[config.mk]
export PLATFORM = sky130hd
export DESIGN_NAME = dvfs_seq
export DESIGN_NICKNAME = d
export VERILOG_FILES = /design/src/rtl/dvfs_seq_pkg.sv /design/src/rtl/dvfs_freq_map.sv /design/src/rtl/dvfs_volt_map.sv /design/src/rtl/dvfs_change_latch.sv /design/src/rtl/dvfs_wait_timer.sv /design/src/rtl/dvfs_seq.sv
export SDC_FILE = /design/constraint.sdc
export NUM_CORES = 1
export LEC_CHECK = 0
export BUFFER_PORTS_ARGS = -buffer_cell sky130_fd_sc_hd__buf_2
export CAP_MARGIN = 20
export CORE_ASPECT_RATIO = 1.4
export CORE_UTILIZATION = 51
export CTS_CLUSTER_SIZE = 30
export DETAILED_ROUTE_END_ITERATION = 10
export GPL_TIMING_DRIVEN = 0
export PLACE_DENSITY = 0.85
export SYNTH_ARGS = -nofsm -noshare
export SYNTH_HDL_FRONTEND = slang
export SYNTH_SLANG_ARGS = --single-unit
[constraint.sdc]
create_clock -name clk -period 2.02 [get_ports clk]
set_clock_uncertainty 0.2 [all_clocks]
set_input_delay 0.404 -clock clk [delete_from_list [all_inputs] [get_ports clk]]
set_output_delay 0.404 -clock clk [all_outputs]
set_load 0.03 [all_outputs]
[src/rtl/dvfs_seq_pkg.sv]
package dvfs_seq_pkg;
   typedef enum logic [2:0] {
      ST_IDLE = 3'd0,
      ST_VUP  = 3'd1,
      ST_FUP  = 3'd2,
      ST_FDN  = 3'd3,
      ST_VDN  = 3'd4
   } dvfs_st_e;
endpackage

[src/rtl/dvfs_freq_map.sv]
module dvfs_freq_map #(
   parameter int WL_W     = 8,
   parameter int NF       = 8,
   parameter int CAP_STEP = 32,
   parameter int FW       = 3
) (
   input  logic [WL_W-1:0] workload,
   output logic [FW-1:0]   f_idx
);
   // lowest index whose capacity covers the demand; scan downward so the smallest wins
   always_comb begin
      f_idx = FW'(NF-1);
      for (int i = NF-1; i >= 0; i--) begin
         if ((i+1)*CAP_STEP >= int'(workload)) f_idx = FW'(i);
      end
   end
endmodule

[src/rtl/dvfs_volt_map.sv]
module dvfs_volt_map #(
   parameter int F_PER_V = 2,
   parameter int FW      = 3,
   parameter int VW      = 2
) (
   input  logic [FW-1:0] f_idx,
   output logic [VW-1:0] v_idx
);
   localparam int SH   = (F_PER_V > 1) ? $clog2(F_PER_V) : 0;
   localparam bit POW2 = ((1 << SH) == F_PER_V);

   generate
      if (POW2) begin : g_shift
         logic [FW-1:0] sh_v;
         assign sh_v  = f_idx >> SH;
         assign v_idx = VW'(sh_v);
      end else begin : g_div
         int q;
         assign q     = int'(f_idx) / F_PER_V;
         assign v_idx = VW'(q);
      end
   endgenerate
endmodule

[src/rtl/dvfs_change_latch.sv]
module dvfs_change_latch #(
   parameter int FW = 3
) (
   input  logic          clk,
   input  logic          rst_n,
   input  logic [FW-1:0] req_f,
   input  logic          take,
   output logic          pend,
   output logic [FW-1:0] pend_f
);
   logic [FW-1:0] prev_q;
   logic          chg;

   assign chg = (req_f != prev_q);

   always_ff @(posedge clk or negedge rst_n) begin
      if (!rst_n) begin
         prev_q <= '0;
         pend   <= 1'b0;
         pend_f <= '0;
      end else begin
         prev_q <= req_f;
         if (chg) begin
            pend   <= 1'b1;
            pend_f <= req_f;
         end else if (take) begin
            pend   <= 1'b0;
         end
      end
   end

   // a detected change is always held for the sequencer
   a_r7_change_latched: assert property (@(posedge clk) disable iff (!rst_n)
      chg |=> (pend && pend_f == $past(req_f)));
endmodule

[src/rtl/dvfs_wait_timer.sv]
module dvfs_wait_timer #(
   parameter int TO_W = 8
) (
   input  logic            clk,
   input  logic            rst_n,
   input  logic            clr,
   input  logic            run,
   input  logic [TO_W-1:0] limit,
   output logic            expired
);
   logic [TO_W-1:0] cnt_q;

   always_ff @(posedge clk or negedge rst_n) begin
      if (!rst_n)                       cnt_q <= '0;
      else if (clr)                     cnt_q <= '0;
      else if (run && cnt_q != limit)   cnt_q <= cnt_q + 1'b1;
   end

   assign expired = (cnt_q == limit);

   // the wait window restarts at every step
   a_r9_window_restart: assert property (@(posedge clk) disable iff (!rst_n)
      clr |=> (cnt_q == '0));
endmodule

[src/rtl/dvfs_seq.sv]
module dvfs_seq
   import dvfs_seq_pkg::*;
#(
   parameter int WL_W     = 8,
   parameter int NF       = 8,
   parameter int CAP_STEP = 32,
   parameter int F_PER_V  = 2,
   parameter int TO_W     = 8,
   localparam int FW      = (NF > 1) ? $clog2(NF) : 1,
   localparam int NV      = (NF + F_PER_V - 1) / F_PER_V,
   localparam int VW      = (NV > 1) ? $clog2(NV) : 1
) (
   input  logic            clk,
   input  logic            rst_n,
   input  logic [WL_W-1:0] workload_i,
   input  logic [TO_W-1:0] timeout_i,
   input  logic            v_settled_i,
   input  logic            clk_locked_i,
   output logic [VW-1:0]   volt_sel_o,
   output logic [FW-1:0]   freq_sel_o,
   output logic            busy_o,
   output logic            done_o,
   output logic            fault_o
);
   generate
      if (NF < 2)       begin : g_bad_nf  $error("dvfs_seq: NF must be at least 2"); end
      if (F_PER_V < 1)  begin : g_bad_fpv $error("dvfs_seq: F_PER_V must be positive"); end
      if (CAP_STEP < 1) begin : g_bad_cap $error("dvfs_seq: CAP_STEP must be positive"); end
      if (TO_W < 1)     begin : g_bad_to  $error("dvfs_seq: TO_W must be positive"); end
   endgenerate

   dvfs_st_e      st_q, st_d;
   logic [FW-1:0] f_q, f_d, sf_q, sf_d, tf_q, tf_d;
   logic [VW-1:0] v_q, v_d, sv_q, sv_d, tv_q, tv_d;
   logic          done_d, fault_d, take;
   logic [FW-1:0] req_f, pend_f;
   logic [VW-1:0] pend_v;
   logic          pend, expired, t_clr;

   dvfs_freq_map #(.WL_W(WL_W), .NF(NF), .CAP_STEP(CAP_STEP), .FW(FW)) u_fmap (
      .workload(workload_i), .f_idx(req_f));

   dvfs_change_latch #(.FW(FW)) u_latch (
      .clk(clk), .rst_n(rst_n), .req_f(req_f), .take(take),
      .pend(pend), .pend_f(pend_f));

   dvfs_volt_map #(.F_PER_V(F_PER_V), .FW(FW), .VW(VW)) u_vmap (
      .f_idx(pend_f), .v_idx(pend_v));

   assign t_clr = (st_d != st_q);

   dvfs_wait_timer #(.TO_W(TO_W)) u_timer (
      .clk(clk), .rst_n(rst_n), .clr(t_clr), .run(st_q != ST_IDLE),
      .limit(timeout_i), .expired(expired));

   always_comb begin
      st_d    = st_q;
      f_d     = f_q;
      v_d     = v_q;
      sf_d    = sf_q;
      sv_d    = sv_q;
      tf_d    = tf_q;
      tv_d    = tv_q;
      done_d  = 1'b0;
      fault_d = fault_o;
      take    = 1'b0;
      unique case (st_q)
         ST_IDLE: begin
            if (pend) begin
               take = 1'b1;
               tf_d = pend_f;
               tv_d = pend_v;
               if (pend_f > f_q) begin
                  if (pend_v > v_q) begin
                     v_d  = pend_v;
                     st_d = ST_VUP;
                  end else begin
                     f_d  = pend_f;
                     st_d = ST_FUP;
                  end
               end else if (pend_f < f_q) begin
                  f_d  = pend_f;
                  st_d = ST_FDN;
               end
            end
         end
         ST_VUP: begin
            if (v_settled_i) begin
               sv_d = v_q;
               f_d  = tf_q;
               st_d = ST_FUP;
            end else if (expired) begin
               v_d = sv_q; fault_d = 1'b1; st_d = ST_IDLE;
            end
         end
         ST_FUP: begin
            if (clk_locked_i) begin
               sf_d = f_q; done_d = 1'b1; fault_d = 1'b0; st_d = ST_IDLE;
            end else if (expired) begin
               f_d = sf_q; fault_d = 1'b1; st_d = ST_IDLE;
            end
         end
         ST_FDN: begin
            if (clk_locked_i) begin
               sf_d = f_q;
               if (tv_q < v_q) begin
                  v_d  = tv_q;
                  st_d = ST_VDN;
               end else begin
                  done_d = 1'b1; fault_d = 1'b0; st_d = ST_IDLE;
               end
            end else if (expired) begin
               f_d = sf_q; fault_d = 1'b1; st_d = ST_IDLE;
            end
         end
         ST_VDN: begin
            if (v_settled_i) begin
               sv_d = v_q; done_d = 1'b1; fault_d = 1'b0; st_d = ST_IDLE;
            end else if (expired) begin
               v_d = sv_q; fault_d = 1'b1; st_d = ST_IDLE;
            end
         end
         default: st_d = ST_IDLE;
      endcase
   end

   always_ff @(posedge clk or negedge rst_n) begin
      if (!rst_n) begin
         st_q    <= ST_IDLE;
         f_q     <= '0;
         v_q     <= '0;
         sf_q    <= '0;
         sv_q    <= '0;
         tf_q    <= '0;
         tv_q    <= '0;
         done_o  <= 1'b0;
         fault_o <= 1'b0;
      end else begin
         st_q    <= st_d;
         f_q     <= f_d;
         v_q     <= v_d;
         sf_q    <= sf_d;
         sv_q    <= sv_d;
         tf_q    <= tf_d;
         tv_q    <= tv_d;
         done_o  <= done_d;
         fault_o <= fault_d;
      end
   end

   assign freq_sel_o = f_q;
   assign volt_sel_o = v_q;
   assign busy_o     = (st_q != ST_IDLE);

   // clock holds while the raised supply is still settling
   a_r4_freq_waits_supply: assert property (@(posedge clk) disable iff (!rst_n)
      (st_q == ST_VUP && !v_settled_i) |=> $stable(freq_sel_o));
   // supply holds while the lowered clock is still locking
   a_r5_volt_waits_lock: assert property (@(posedge clk) disable iff (!rst_n)
      (st_q == ST_FDN && !clk_locked_i) |=> $stable(volt_sel_o));
   // an idle operating point is always supported by its supply
   a_r3_idle_point_safe: assert property (@(posedge clk) disable iff (!rst_n)
      !busy_o |-> (int'(freq_sel_o) / F_PER_V <= int'(volt_sel_o)));
   // completion pulse is single and outside the busy window
   a_r8_done_not_busy: assert property (@(posedge clk) disable iff (!rst_n)
      done_o |-> !busy_o);
   a_r8_done_single: assert property (@(posedge clk) disable iff (!rst_n)
      done_o |=> !done_o);
   // a fault always lands the block in idle
   a_r9_fault_idle: assert property (@(posedge clk) disable iff (!rst_n)
      $rose(fault_o) |-> !busy_o);
endmodule

; ---- After elaboration in Yosys (flattened, before gate mapping)
; Cells that the tools add are included.
[op_classes]
order_cmp = 11
n_eq_ne = 22
muxes = 52
reduce_logical = 16
add_sub_neg = 1
[op_table]
columns = op, count
row1 = 3-bit two-way mux, 20
row2 = 8-bit >= comparator (first input constant), 4
row3 = 2-bit two-way mux, 10
row4 = 7-bit by 8-bit >= comparator with 1-bit output (first input constant), 2
row5 = 8-bit two-way mux, 2
row6 = 2-bit != test (second input constant), 8
row7 = 1-bit two-way mux, 15
row8 = 3-bit one-hot mux with 5 select lines, 1
row9 = 3-bit != test (second input constant), 3
row10 = 3-bit one-hot mux with 3 select lines, 1
row11 = 3-bit nonzero test, 3
row12 = 8-bit by 1-bit adder with 8-bit output (second input constant), 1
row13 = 8-bit == test, 1
row14 = 6-bit by 8-bit >= comparator with 1-bit output (first input constant), 1
row15 = 8-bit != test, 1
row16 = 8-bit AND reduction, 1
row17 = 7-bit AND reduction, 1
row18 = 3-bit by 2-bit == test with 1-bit output (second input constant), 2
row19 = 2-bit by 1-bit != test with 1-bit output (second input constant), 3
row20 = 3-bit != test, 2
row21 = 2-bit one-hot mux with 3 select lines, 1
row22 = 2-bit AND reduction, 3
row23 = 1-bit one-hot mux with 4 select lines, 1
row24 = 2-bit nonzero test, 2
row25 = other kinds (12), 13
[totals]
reg_bits = 35
out_inout_bits = 8
elab_cells = 115
input_bits = 20

; ---- Logic depth before layout (Yosys ltp)
; Gate-level depths: netlist of run 1.
[logic_depth]
word_depth = 10
ltp_mapped = 8
mapped_depth_nobuf = 8

; ---- By module
; Synthesis of run 1 repeated with hierarchy kept, for this count alone.
[unflattened]
cells_unflattened = 216
hier_area_um2 = 2173.3
[modules_own_cells]
columns = mod, cells_each, instances, seq_area_each_um2, area_per_inst_um2
row1 = dvfs_seq, 133, 1, 500.5, 1287.5
row2 = dvfs_wait_timer, 55, 1, 200.2, 548.0
row3 = dvfs_change_latch, 16, 1, 175.2, 254.0
row4 = dvfs_freq_map, 10, 1, 0.0, 68.8
row5 = dvfs_volt_map, 2, 1, 0.0, 15.0

; ---- Worst setup path before layout of run 1
; No wires, ideal clock.
[synth_timing]
path_kind = register to register
start = register v_q[1] (netlist: volt_sel_o[1])
end = register f_q[0] (netlist: freq_sel_o[0])
t_required_ps = 1692
period_less_slack_ps = 2355
setup_time_ps = 128
stages_incl_launch_ff = 9
n_path_buf = 0
setup_slack_ps = -335
arrival_time_ps = 2027
path_cell_list = dfrtp_1 -> inv_1 -> ha_1 -> nor2b_1 -> o21a_1 -> o21ai_1 -> a221o_1 -> nand3_1 -> mux2_1
[synth_via]
elab_chain_cells = 3
[synth_lines]
columns = item, line_no
row1 = "start, declared", dvfs_seq.sv:34  ; logic [VW-1:0] v_q, v_d, sv_q, sv_d, tv_q, tv_d;
row2 = "start signal, assigned", dvfs_seq.sv:141  ; v_q <= v_d;
row3 = 2-bit greater-than comparator, dvfs_seq.sv:74  ; if (pend_v > v_q) begin
row4 = 3-bit != test (no line), --
row5 = 7-bit AND reduction (no line), --
row6 = "end signal, assigned", dvfs_seq.sv:130  ; f_q <= '0;
row7 = "end signal, assigned", dvfs_seq.sv:140  ; f_q <= f_d;
row8 = "end, declared", dvfs_seq.sv:33  ; logic [FW-1:0] f_q, f_d, sf_q, sf_d, tf_q, tf_d;
; No other way between the ends.
; A chain may end at the register's enable or synchronous reset.

; ---- Final worst setup path of run 1
[layout_timing]
start = register v_q[1] (netlist: volt_sel_o[1])
end = register u_timer.cnt_q[3]
[layout_via]
elab_chain_cells = 7
word_cells_on_any_way = 11
cone_classes = order compare (2) / eq/ne (1) / mux (7) / reduce/logical (1)
[layout_lines]
columns = item, line_no
row1 = 2-bit greater-than comparator, dvfs_seq.sv:74
row2 = 2-bit two-way mux, dvfs_seq.sv:74
row3 = 3-bit two-way mux, dvfs_seq.sv:73  ; if (pend_f > f_q) begin
row4 = 3-bit two-way mux, dvfs_seq.sv:69  ; if (pend) begin
row5 = 3-bit one-hot mux with 5 select lines (*), dvfs_seq.sv:67  ; unique case (st_q)
row6 = 3-bit != test (*), dvfs_seq.sv:50  ; assign t_clr = (st_d != st_q);
row7 = 8-bit two-way mux / 2-bit nonzero test (equally long branches), --
row8 = "end signal, assigned", dvfs_wait_timer.sv:16  ; else if (run && cnt_q != limit) cnt_q <= cnt_q + 1'b1;
row9 = "end, declared", dvfs_wait_timer.sv:11  ; logic [TO_W-1:0] cnt_q;
; Every way passes the cells marked *; elsewhere a longest branch is shown, timed or not.

==> flow_summary.json, run 1 <==
{
  "status": "complete, but fails checks",
  "violations": "setup timing",
  "grt.busiest_layer": "met2",
  "synthCells": 219,
  "slew_viol_final": 0,
  "cts_buffers": 5,
  "path_cells": "inv_2 -> ha_4 -> nor2b_4 -> o21a_1 -> o21ai_2 -> buf_4 -> a221oi_2 -> o211ai_1 -> buf_4 -> nor2_1",
  "rsz0062_at_grt": "true",
  "groute.usage.overall_pct": 26.4,
  "synthesis.area_mm2": 0.00201,
  "finalCoreUtilization_pct": 67.9,
  "grt_overflow_total": 0,
  "ys_seq_area_share_pct": 41.0,
  "globalplace.congestion": 0.951,
  "drc_errors": 0,
  "drtPass1Iterations": 4,
  "fin_cells": 304,
  "wl_mm": 4.97,
  "irDropWorstVdd_v": 0.00111,
  "drtIter0Drc": 56,
  "min_path_type": "input port to register",
  "layout_common_cells": "27 x dfrtp_1, 25 x buf_2, 23 x nand2_1, 21 x nor2_1, 17 x o21ai_0",
  "yosysUniqueCellTypes": 43,
  "max_freq_mhz": 446,
  "via_per_inst": 6.07,
  "placed_cell_area_mm2": 0.00227,
  "hold_slack_ns": 0.233,
  "critPathBufInv": 3,
  "antenna_cells": 0,
  "dpl.cell_count": 287,
  "synth_edf_count": 0,
  "hold_viol": 0,
  "async_reset_ff_share_pct": 100,
  "timing.final.crit_period_ns": 2.24,
  "crit_path_max_incr_delay_ns": 0.42,
  "tightest_slew_ns": 0.716,
  "synth_flop_cell": "dfrtp_1",
  "cts_num_sinks": 33,
  "synth_fp_nets": 246,
  "clk_latency_ns": 0.30,
  "end_kind": "register",
  "grt_max_degree": 34,
  "synth_area_per_cell_um2": 9.19,
  "die_x_um": 55.1,
  "io_buffers": 26,
  "fin_nets": 288,
  "areaGrowthSynthToFinish_pct": 25.0,
  "worstPathRequired_ns": 1.99,
  "critPathKind": "register to register",
  "layout_commonest_cell": "dfrtp_1",
  "cp.arrival_ns": 2.22,
  "maxCapViolCount": 0,
  "hpwl_mm": 3.38,
  "vias": 1844,
  "critPathMaxFanout": 8,
  "use_met2_pct": 44.2,
  "path_clk_slew_ns": 0.07,
  "cts_tree": "built",
  "io_pins": 28,
  "clockBufferDepth": 2,
  "cts_root_buf": "clkbuf_8",
  "cellLeakagePower_nw": 1.09,
  "start_util_pct": 54.3,
  "use_met3_pct": 6.59,
  "period_share_pct": 111,
  "antenna_found_initial": 0,
  "cp_top_family": "compound AO/OA/AOI/OAI gates",
  "start_kind": "register",
  "ant_nets": 0,
  "use_met1_pct": 29.6,
  "cp_slowest_cell": "dfrtp_2",
  "yosys_register_bits": 33,
  "slew_headroom_pct": 52.2,
  "power_density_mw_per_mm2": 1440,
  "layout-drive-gt1-share_pct": 32.1,
  "dieArea_mm2": 0.00421,
  "num_rows": 26,
  "finalWorstSetupSlack_ns": -0.221,
  "routedWlPerCell_um": 16.3,
  "grt_pass1_vias": 1769,
  "yosysWarningCount": 0,
  "setup_violations": 17,
  "path_common_cell": "buf_4",
  "dieHeight_um": 76.3,
  "finalInstanceArea_mm2": 0.00252,
  "core_mm2": 0.00371,
  "grt_pass1_wl_mm": 7.95,
  "htree_levels": 2
}
-- per-stage QoR --
| step | worst slack [ns] | power (W) | TNS, ns |
|---|---|---|---|
| floorplan | -0.302 | 0.00235 | -2.46 |
| global placement | -0.469 | 0.00272 | -5.70 |
| detailed placement | -0.521 | 0.00279 | -6.24 |
| CTS | -0.197 | 0.00351 | -2.72 |
| global route | -0.361 | 0.00385 | -5.06 |
| finish | -0.221 | 0.00362 | -3.41 |
-- cells by family after synthesis --
kind of cell	count (synthesis)	share of synthesized area, %
and+or+nand+nor	79	18.8
buffers and inverters	18	3.36
adders and majority gates	7	4.35
xor gates and xnor gates	18	7.83
DFF	33	41.0
muxes	14	8.02
AOI/OAI and AO/OA	50	16.7
-- flip-flops by register name, indices dropped and copies added (netlist names) --
register and cells:
done_o 1, fault_o 1, freq_sel_o 3, sf_q 3
st_q 3, sv_q 2, tf_q 3, u_latch.pend 1
u_latch.pend_f 3, u_latch.prev_q 3, u_timer.cnt_q 8, volt_sel_o 2
-- metal layers --
metal  share of wire, %  wire [µm]  up-vias
li1                   -          -      867
met1                 39       1960      907
met2                 53       2630       57
met3                4.1        205       13
met4                3.5        174        0
met5                  0          0        -
-- synth_stat cells (2+ instances only) --
cell type  number  share of area (%)
dfrtp_1        33                 41
nand2_1        24                4.5
nor2_1         23                4.3
o21ai_0        17                4.2
xnor2_1        15                6.5
inv_1          10                1.9
clkbuf_1        8                1.5
a21oi_1         7                1.7
ha_1            7                4.4
mux2_2          7                3.9
mux2_1          6                3.4
nand3_1         6                1.5
nand4_1         5                1.6
o22ai_1         5                1.6
nor2b_1         4                1.2
nand2b_1        3               0.93
nor3_1          3               0.75
o21ai_1         3               0.75
xor2_1          3                1.3
a221o_1         2               0.99
and2_1          2               0.62
and3_1          2               0.62
o211ai_1        2               0.75
o31ai_1         2               0.75
o32ai_1         2               0.87
-- power breakdown --
part	total [W]	switching, W	internal (W)
Combinational	0.00205	0.00114	0.000906
Sequential	0.00105	0.000194	0.000858
Clock	0.000520	0.000242	0.000278
-- worst reg2reg max path: cells and delay by family, from the launching register on --
kind / cells / cell delay, ns
AOI/OAI and AO/OA: 4 / 0.65
adders and majority gates: 1 / 0.21
buffers and inverters: 3 / 0.46
DFF: 1 / 0.42
and+or+nand+nor: 2 / 0.17
-- worst paths after layout --
path                                    start                 to  slack [ns]  depth (start not counted)
worst max-delay path            volt_sel_o[1]   u_timer.cnt_q[3]       -0.22                         10
worst max register to register  volt_sel_o[1]   u_timer.cnt_q[3]       -0.22                         10
worst min register to register        sv_q[1]            sv_q[1]        0.30                          2
worst min-delay path            workload_i[5]  u_latch.prev_q[0]        0.23                          2
max in group asynchronous               rst_n  u_latch.pend_f[1]        0.61                          2
min in group asynchronous               rst_n            sf_q[0]        0.49                          2
-- what timing repair did --
item / CTS / global route
setup endpoints to repair: 18 / 23
hold endpoints to repair: 33 / 0
pin swaps: 7 / 6
resized for setup: 12 / 10
buffers inserted: 6 / 4
hold buffers: 1 / 0
-- area by class of cell --
class	count	area (µm²)
sequential	33	833
clock buffer	8	90.1
buffer	6	25.0
timing repair buffer	37	221
fill	303	1190
inverter	10	37.5
multi-input combinational	168	1260
tap	42	52.6
No activity file was read; power rests on OpenSTA's default activity.
==> inputs of run 2 (changes only) <==
--- a/config.mk
+++ b/config.mk
@@ -5,7 +5,7 @@
 export SDC_FILE = /design/constraint.sdc
 export NUM_CORES = 1
 export LEC_CHECK = 0
-export BUFFER_PORTS_ARGS = -buffer_cell sky130_fd_sc_hd__buf_2
+export BUFFER_PORTS_ARGS = -buffer_cell sky130_fd_sc_hd__buf_4
 export CAP_MARGIN = 20
 export CORE_ASPECT_RATIO = 1.4
 export CORE_UTILIZATION = 51
@@ -13,6 +13,7 @@
 export DETAILED_ROUTE_END_ITERATION = 10
 export GPL_TIMING_DRIVEN = 0
 export PLACE_DENSITY = 0.85
+export RECOVER_POWER = 25
 export SYNTH_ARGS = -nofsm -noshare
 export SYNTH_HDL_FRONTEND = slang
 export SYNTH_SLANG_ARGS = --single-unit
==> flow_summary.json, run 2 (same netlist as run 1, synthesis figures left out) <==
{
  "swShare_pct": 41.0,
  "vias": 1843,
  "hp-start": "workload_i[6]",
  "num_rows": 26,
  "clk_latency_ns": 0.30,
  "slew_viol_final": 0,
  "hold_slack_ns": 0.224,
  "via_per_inst": 6.08,
  "path_clk_slew_ns": 0.07,
  "slew_headroom_pct": 45.7,
  "setup_violations": 18,
  "end_kind": "register",
  "groute.usage.overall_pct": 26.3,
  "htree_levels": 2,
  "start_util_pct": 54.3,
  "maxCapViolCount": 0,
  "critPathKind": "register to register",
  "r2r_setup_slack_ns": -0.22,
  "hold_end": "u_latch.prev_q[1]",
  "path_cells": "inv_2 -> ha_4 -> a21oi_1 -> nand2_2 -> a2111oi_4 -> o22ai_1 -> o211ai_1 -> buf_4 -> nor2_1",
  "layout-drive-gt1-share_pct": 34.1,
  "max_freq_mhz": 447,
  "antenna_cells": 0,
  "dieHeight_um": 76.3,
  "cp_top_family": "compound AO/OA/AOI/OAI gates",
  "r2r-start": "freq_sel_o[2]",
  "critPathMaxFanout": 8,
  "areaGrowthSynthToFinish_pct": 31.9,
  "clkPwrFrac_pct": 19.0,
  "critPathBufInv": 2,
  "start_kind": "register",
  "drtPass1Iterations": 4,
  "regMostFlops": "u_timer.cnt_q",
  "pwr-share-seq_pct": 26.2,
  "power_density_mw_per_mm2": 1490,
  "reg2reg_depth": 9,
  "tightest_slew_ns": 0.815,
  "routedWlPerCell_um": 16.7,
  "fin_nets": 287,
  "hold_viol": 0,
  "io_buffers": 26,
  "violations": "setup timing",
  "timing.final.crit_period_ns": 2.24,
  "switchingPower_w": 0.00162,
  "antenna_found_initial": 0,
  "finalWorstSetupSlack_ns": -0.218,
  "reg2reg_to": "u_timer.cnt_q[4]",
  "period_share_pct": 111,
  "cts_num_sinks": 33,
  "cp.arrival_ns": 2.23,
  "power.internal_w": 0.00233,
  "rsz0062_at_grt": "true",
  "dieArea_mm2": 0.00421,
  "worstPathRequired_ns": 2.01,
  "hpwl_mm": 3.28,
  "comb_power_share_pct": 54.8,
  "multiInputGateArea_mm2": 0.00129,
  "crit_path_max_incr_delay_ns": 0.42,
  "layout_common_cells": "31 x buf_4, 26 x dfrtp_1, 23 x nand2_1, 21 x nor2_1, 17 x o21ai_0",
  "cp_slowest_cell": "dfrtp_2",
  "ant_nets": 0,
  "drc_errors": 0,
  "irDropWorstVdd_v": 0.00119,
  "total_power_w": 0.00396,
  "core_mm2": 0.00371,
  "grt_pass1_vias": 1776,
  "grt_max_degree": 34,
  "seqCellArea_um2": 835,
  "clockBufferDepth": 2,
  "cts_root_buf": "clkbuf_8",
  "layout_commonest_cell": "buf_4",
  "num-fill-cells": 280,
  "status": "complete, but fails checks",
  "cts_tree": "built",
  "globalplace.congestion": 0.937,
  "whs_path_depth": 2,
  "largest_reg_flops": 8,
  "min_path_type": "input port to register",
  "grt_pass1_wl_mm": 7.95,
  "die_x_um": 55.1,
  "cts_buffers": 5,
  "grt_overflow_total": 0,
  "wl_mm": 5.05,
  "drtIter0Drc": 97,
  "cellLeakagePower_nw": 1.14,
  "io_pins": 28
}
[run 2: changes by cell type in the layout (fill, tap and decap cells not counted), moves of 2 or more]
cell	previous run	this run
buf_2	25	0
buf_4	10	31
buf_6	1	3
bufinv_16	0	2
clkbuf_1	6	3
clkbuf_2	2	4
[run 2: worst register-to-register path, cell delays in order (launching register included)]
cell and delay (ns):
dfrtp_2 0.42, inv_2 0.09, ha_4 0.22, a21oi_1 0.21, nand2_2 0.14, a2111oi_4 0.38
o22ai_1 0.13, o211ai_1 0.11, buf_4 0.19, nor2_1 0.06
[run 2: how the worst max path moves through the flow]
stage	cells after the start	end	slack, ns	startpoint
4_1_cts	7	freq_sel_o[1]	-0.18	u_latch.pend_f[2]
2_1_floorplan	6	u_latch.pend_f[0]	-0.30	workload_i[2]
5_1_grt	7	freq_sel_o[2]	-0.29	volt_sel_o[0]
6_report	9	u_timer.cnt_q[4]	-0.22	freq_sel_o[2]
3_3_place_gp	7	u_latch.pend_f[1]	-0.48	workload_i[2]
3_5_place_dp	7	u_latch.pend_f[2]	-0.52	workload_i[2]
[run 2: final cells by class]
cell class | instances | share of cell area (%)
multi-input cells | 168 | 48.6
clock buffers | 5 | 2.59
clock inverters | 3 | 2.45
plain buffers | 6 | 0.989
inverters | 10 | 1.41
flip-flops and latches | 33 | 31.4
repair buffers | 36 | 10.6
well taps | 42 | 1.98
[run 2: routing by layer]
metal | vias up | wire length, µm | track usage (%)
met1 | 888 | 1910 | 30.0
met2 | 73 | 2700 | 42.5
met3 | 20 | 264 | 7.19
met4 | 0 | 183 | 13.8
li1 | 862 | - | -
met5 | - | 0 | 0
[run 2: repair_timing]
item | CTS | global route
pin swaps | 5 | 4
setup endpoints to repair | 18 | 27
setup buffers | 5 | 4
endpoints found under the hold margin | 33 | 0
hold buffers | 1 | 0
gates resized for setup | 19 | 11
cloned | 0 | 0
[run 2: power by group through the flow]
stage	clock network, W	registers [W]	logic, W
after floorplan	0	0.00110	0.00125
after global placement	0	0.00101	0.00176
after detailed placement	0	0.00102	0.00180
after CTS	0.000751	0.00103	0.00204
after global routing	0.000777	0.00106	0.00236
final	0.000751	0.00104	0.00217
[run 2: per-stage QoR]
| step | cell area [µm²] | setup WS [ns] | TNS, ns | utilization (%) | instances |
|---|---|---|---|---|---|
| after floorplan | 2080 | -0.302 | -2.46 | - | 219 |
| after global placement | 2330 | -0.480 | -5.77 | 62.9 | 287 |
| after detailed placement | 2330 | -0.516 | -6.39 | 62.9 | 287 |
| after CTS | 2590 | -0.184 | -2.64 | 69.9 | 300 |
| after global routing | 2660 | -0.290 | -4.50 | 71.6 | 303 |
| final | 2660 | -0.218 | -3.37 | 71.6 | 303 |
==> inputs of run 3 (changes only) <==
--- a/config.mk
+++ b/config.mk
@@ -11,7 +11,6 @@
 export CORE_UTILIZATION = 51
 export CTS_CLUSTER_SIZE = 30
 export DETAILED_ROUTE_END_ITERATION = 10
-export GPL_TIMING_DRIVEN = 0
 export PLACE_DENSITY = 0.85
 export RECOVER_POWER = 25
 export SYNTH_ARGS = -nofsm -noshare
==> flow_summary.json, run 3 (same netlist as run 1, synthesis figures left out) <==
{
  "status": "complete, but fails checks",
  "violations": "setup timing",
  "cts_num_sinks": 33,
  "grt_pass1_wl_mm": 9.03,
  "grt_pass1_vias": 2038,
  "io_pins": 28,
  "clockBufferDepth": 2,
  "die_x_um": 55.1,
  "cp_slowest_cell": "dfrtp_2",
  "wl_mm": 5.50,
  "irDropWorstVdd_v": 0.00104,
  "finalWorstSetupSlack_ns": -0.205,
  "tightest_slew_ns": 0.806,
  "multiInputGateArea_mm2": 0.00127,
  "cp_top_family": "compound AO/OA/AOI/OAI gates",
  "dieArea_mm2": 0.00421,
  "regMostFlops": "u_timer.cnt_q",
  "layout-drive-gt1-share_pct": 43.4,
  "power_density_mw_per_mm2": 1400,
  "start_kind": "register",
  "start_util_pct": 54.3,
  "slew_headroom_pct": 46.2,
  "cellLeakagePower_nw": 1.29,
  "largest_reg_flops": 8,
  "hpwl_mm": 3.70,
  "globalplace.congestion": 0.956,
  "maxCapViolCount": 0,
  "io_buffers": 27,
  "grt_max_degree": 34,
  "routedWlPerCell_um": 16.3,
  "dpl.cell_count": 323,
  "clk_latency_ns": 0.29,
  "worstPathRequired_ns": 2.01,
  "setup_violations": 17,
  "path_clk_slew_ns": 0.07,
  "drtIter0Drc": 89,
  "fin_nets": 321,
  "cts_root_buf": "clkbuf_8",
  "layout_common_cells": "71 x buf_4, 27 x dfrtp_1, 22 x nand2_1, 19 x nor2_1, 17 x o21ai_0",
  "rsz0062_at_grt": "true",
  "total_power_w": 0.00404,
  "num-fill-cells": 249,
  "htree_levels": 2,
  "layout_commonest_cell": "buf_4",
  "cts_tree": "built",
  "crit_path_max_incr_delay_ns": 0.45,
  "fin_cells": 337,
  "core_mm2": 0.00371,
  "seqCellArea_um2": 833,
  "num_rows": 26,
  "grt_overflow_total": 0,
  "dieHeight_um": 76.3,
  "critPathKind": "register to register",
  "antenna_found_initial": 0,
  "via_per_inst": 5.93,
  "critPathBufInv": 1,
  "path_cells": "ha_4 -> nor2b_4 -> o211ai_1 -> a2111oi_2 -> o22ai_1 -> o211ai_1 -> buf_4 -> nor2_1",
  "max_freq_mhz": 449,
  "cp.arrival_ns": 2.21,
  "path_common_cell": "o211ai_1",
  "slew_viol_final": 0,
  "cts_buffers": 5,
  "timing.final.crit_period_ns": 2.23,
  "hold_viol": 0,
  "antenna_cells": 0,
  "drc_errors": 0,
  "vias": 2000,
  "critPathMaxFanout": 8,
  "ant_nets": 0,
  "areaGrowthSynthToFinish_pct": 43.1,
  "pre_cts_ws_ns": -0.497,
  "groute.usage.overall_pct": 29.7,
  "end_kind": "register",
  "drtPass1Iterations": 4,
  "period_share_pct": 110,
  "min_path_type": "input port to register"
}
run 3: final timing paths:
path,startpoint,end,slack (ns),cells after the start
worst max register to register,u_latch.pend_f[2],u_timer.cnt_q[7],-0.21,8
worst max-delay path,u_latch.pend_f[2],u_timer.cnt_q[7],-0.21,8
max in group asynchronous,rst_n,u_latch.pend_f[2],0.53,2
min in group asynchronous,rst_n,sf_q[0],0.53,2
worst min-delay path,v_settled_i,st_q[2],0.20,2
worst min register to register,sf_q[0],sf_q[0],0.28,2
run 3: where the power goes:
| part | total (W) | internal [W] | switching (W) | leakage, nW |
|---|---|---|---|---|
| Combinational | 0.00247 | 0.00121 | 0.00125 | 0.829 |
| Clock | 0.000553 | 0.000308 | 0.000245 | 0.0542 |
| Sequential | 0.00102 | 0.000859 | 0.000161 | 0.408 |
| Total | 0.00404 | 0.00238 | 0.00166 | 1.29 |
run 3: metal layers:
metal  share of wire, %  wire length (µm)  global-route usage (%)
met2                 52              2850                    49.2
met3                4.7               259                    6.99
met5                  0                 0                       0
met1                 39              2140                    32.4
met4                4.4               244                    17.5
run 3: area by class of cell:
| class | instances | share of cell area [%] |
|---|---|---|
| clock buffer | 7 | 3.34 |
| clock inverter | 1 | 0.174 |
| inverter | 10 | 1.39 |
| multi-input combinational | 168 | 44.2 |
| sequential | 33 | 28.9 |
| tap | 42 | 1.82 |
| timing repair buffer | 76 | 20.2 |
run 3: per-stage QoR:
step                TNS [ns]  cell area [µm²]  util (%)  hold slack (ns)
finish                 -2.79             2880      77.7            0.196
detailed placement     -4.24             2630      71.0            0.173
global route           -3.94             2880      77.7            0.188
global placement       -4.00             2630      71.0            0.166
floorplan              -2.46             2080         -          -0.0916
CTS                    -2.07             2820      76.0            0.186
run 3: what timing repair did:
action | 4_1_cts | 5_1_grt
setup buffers | 3 | 2
pin swaps | 4 | 12
hold endpoints to repair | 33 | 0
hold buffers | 1 | 0
setup endpoints to repair | 18 | 20
resized for setup | 13 | 10
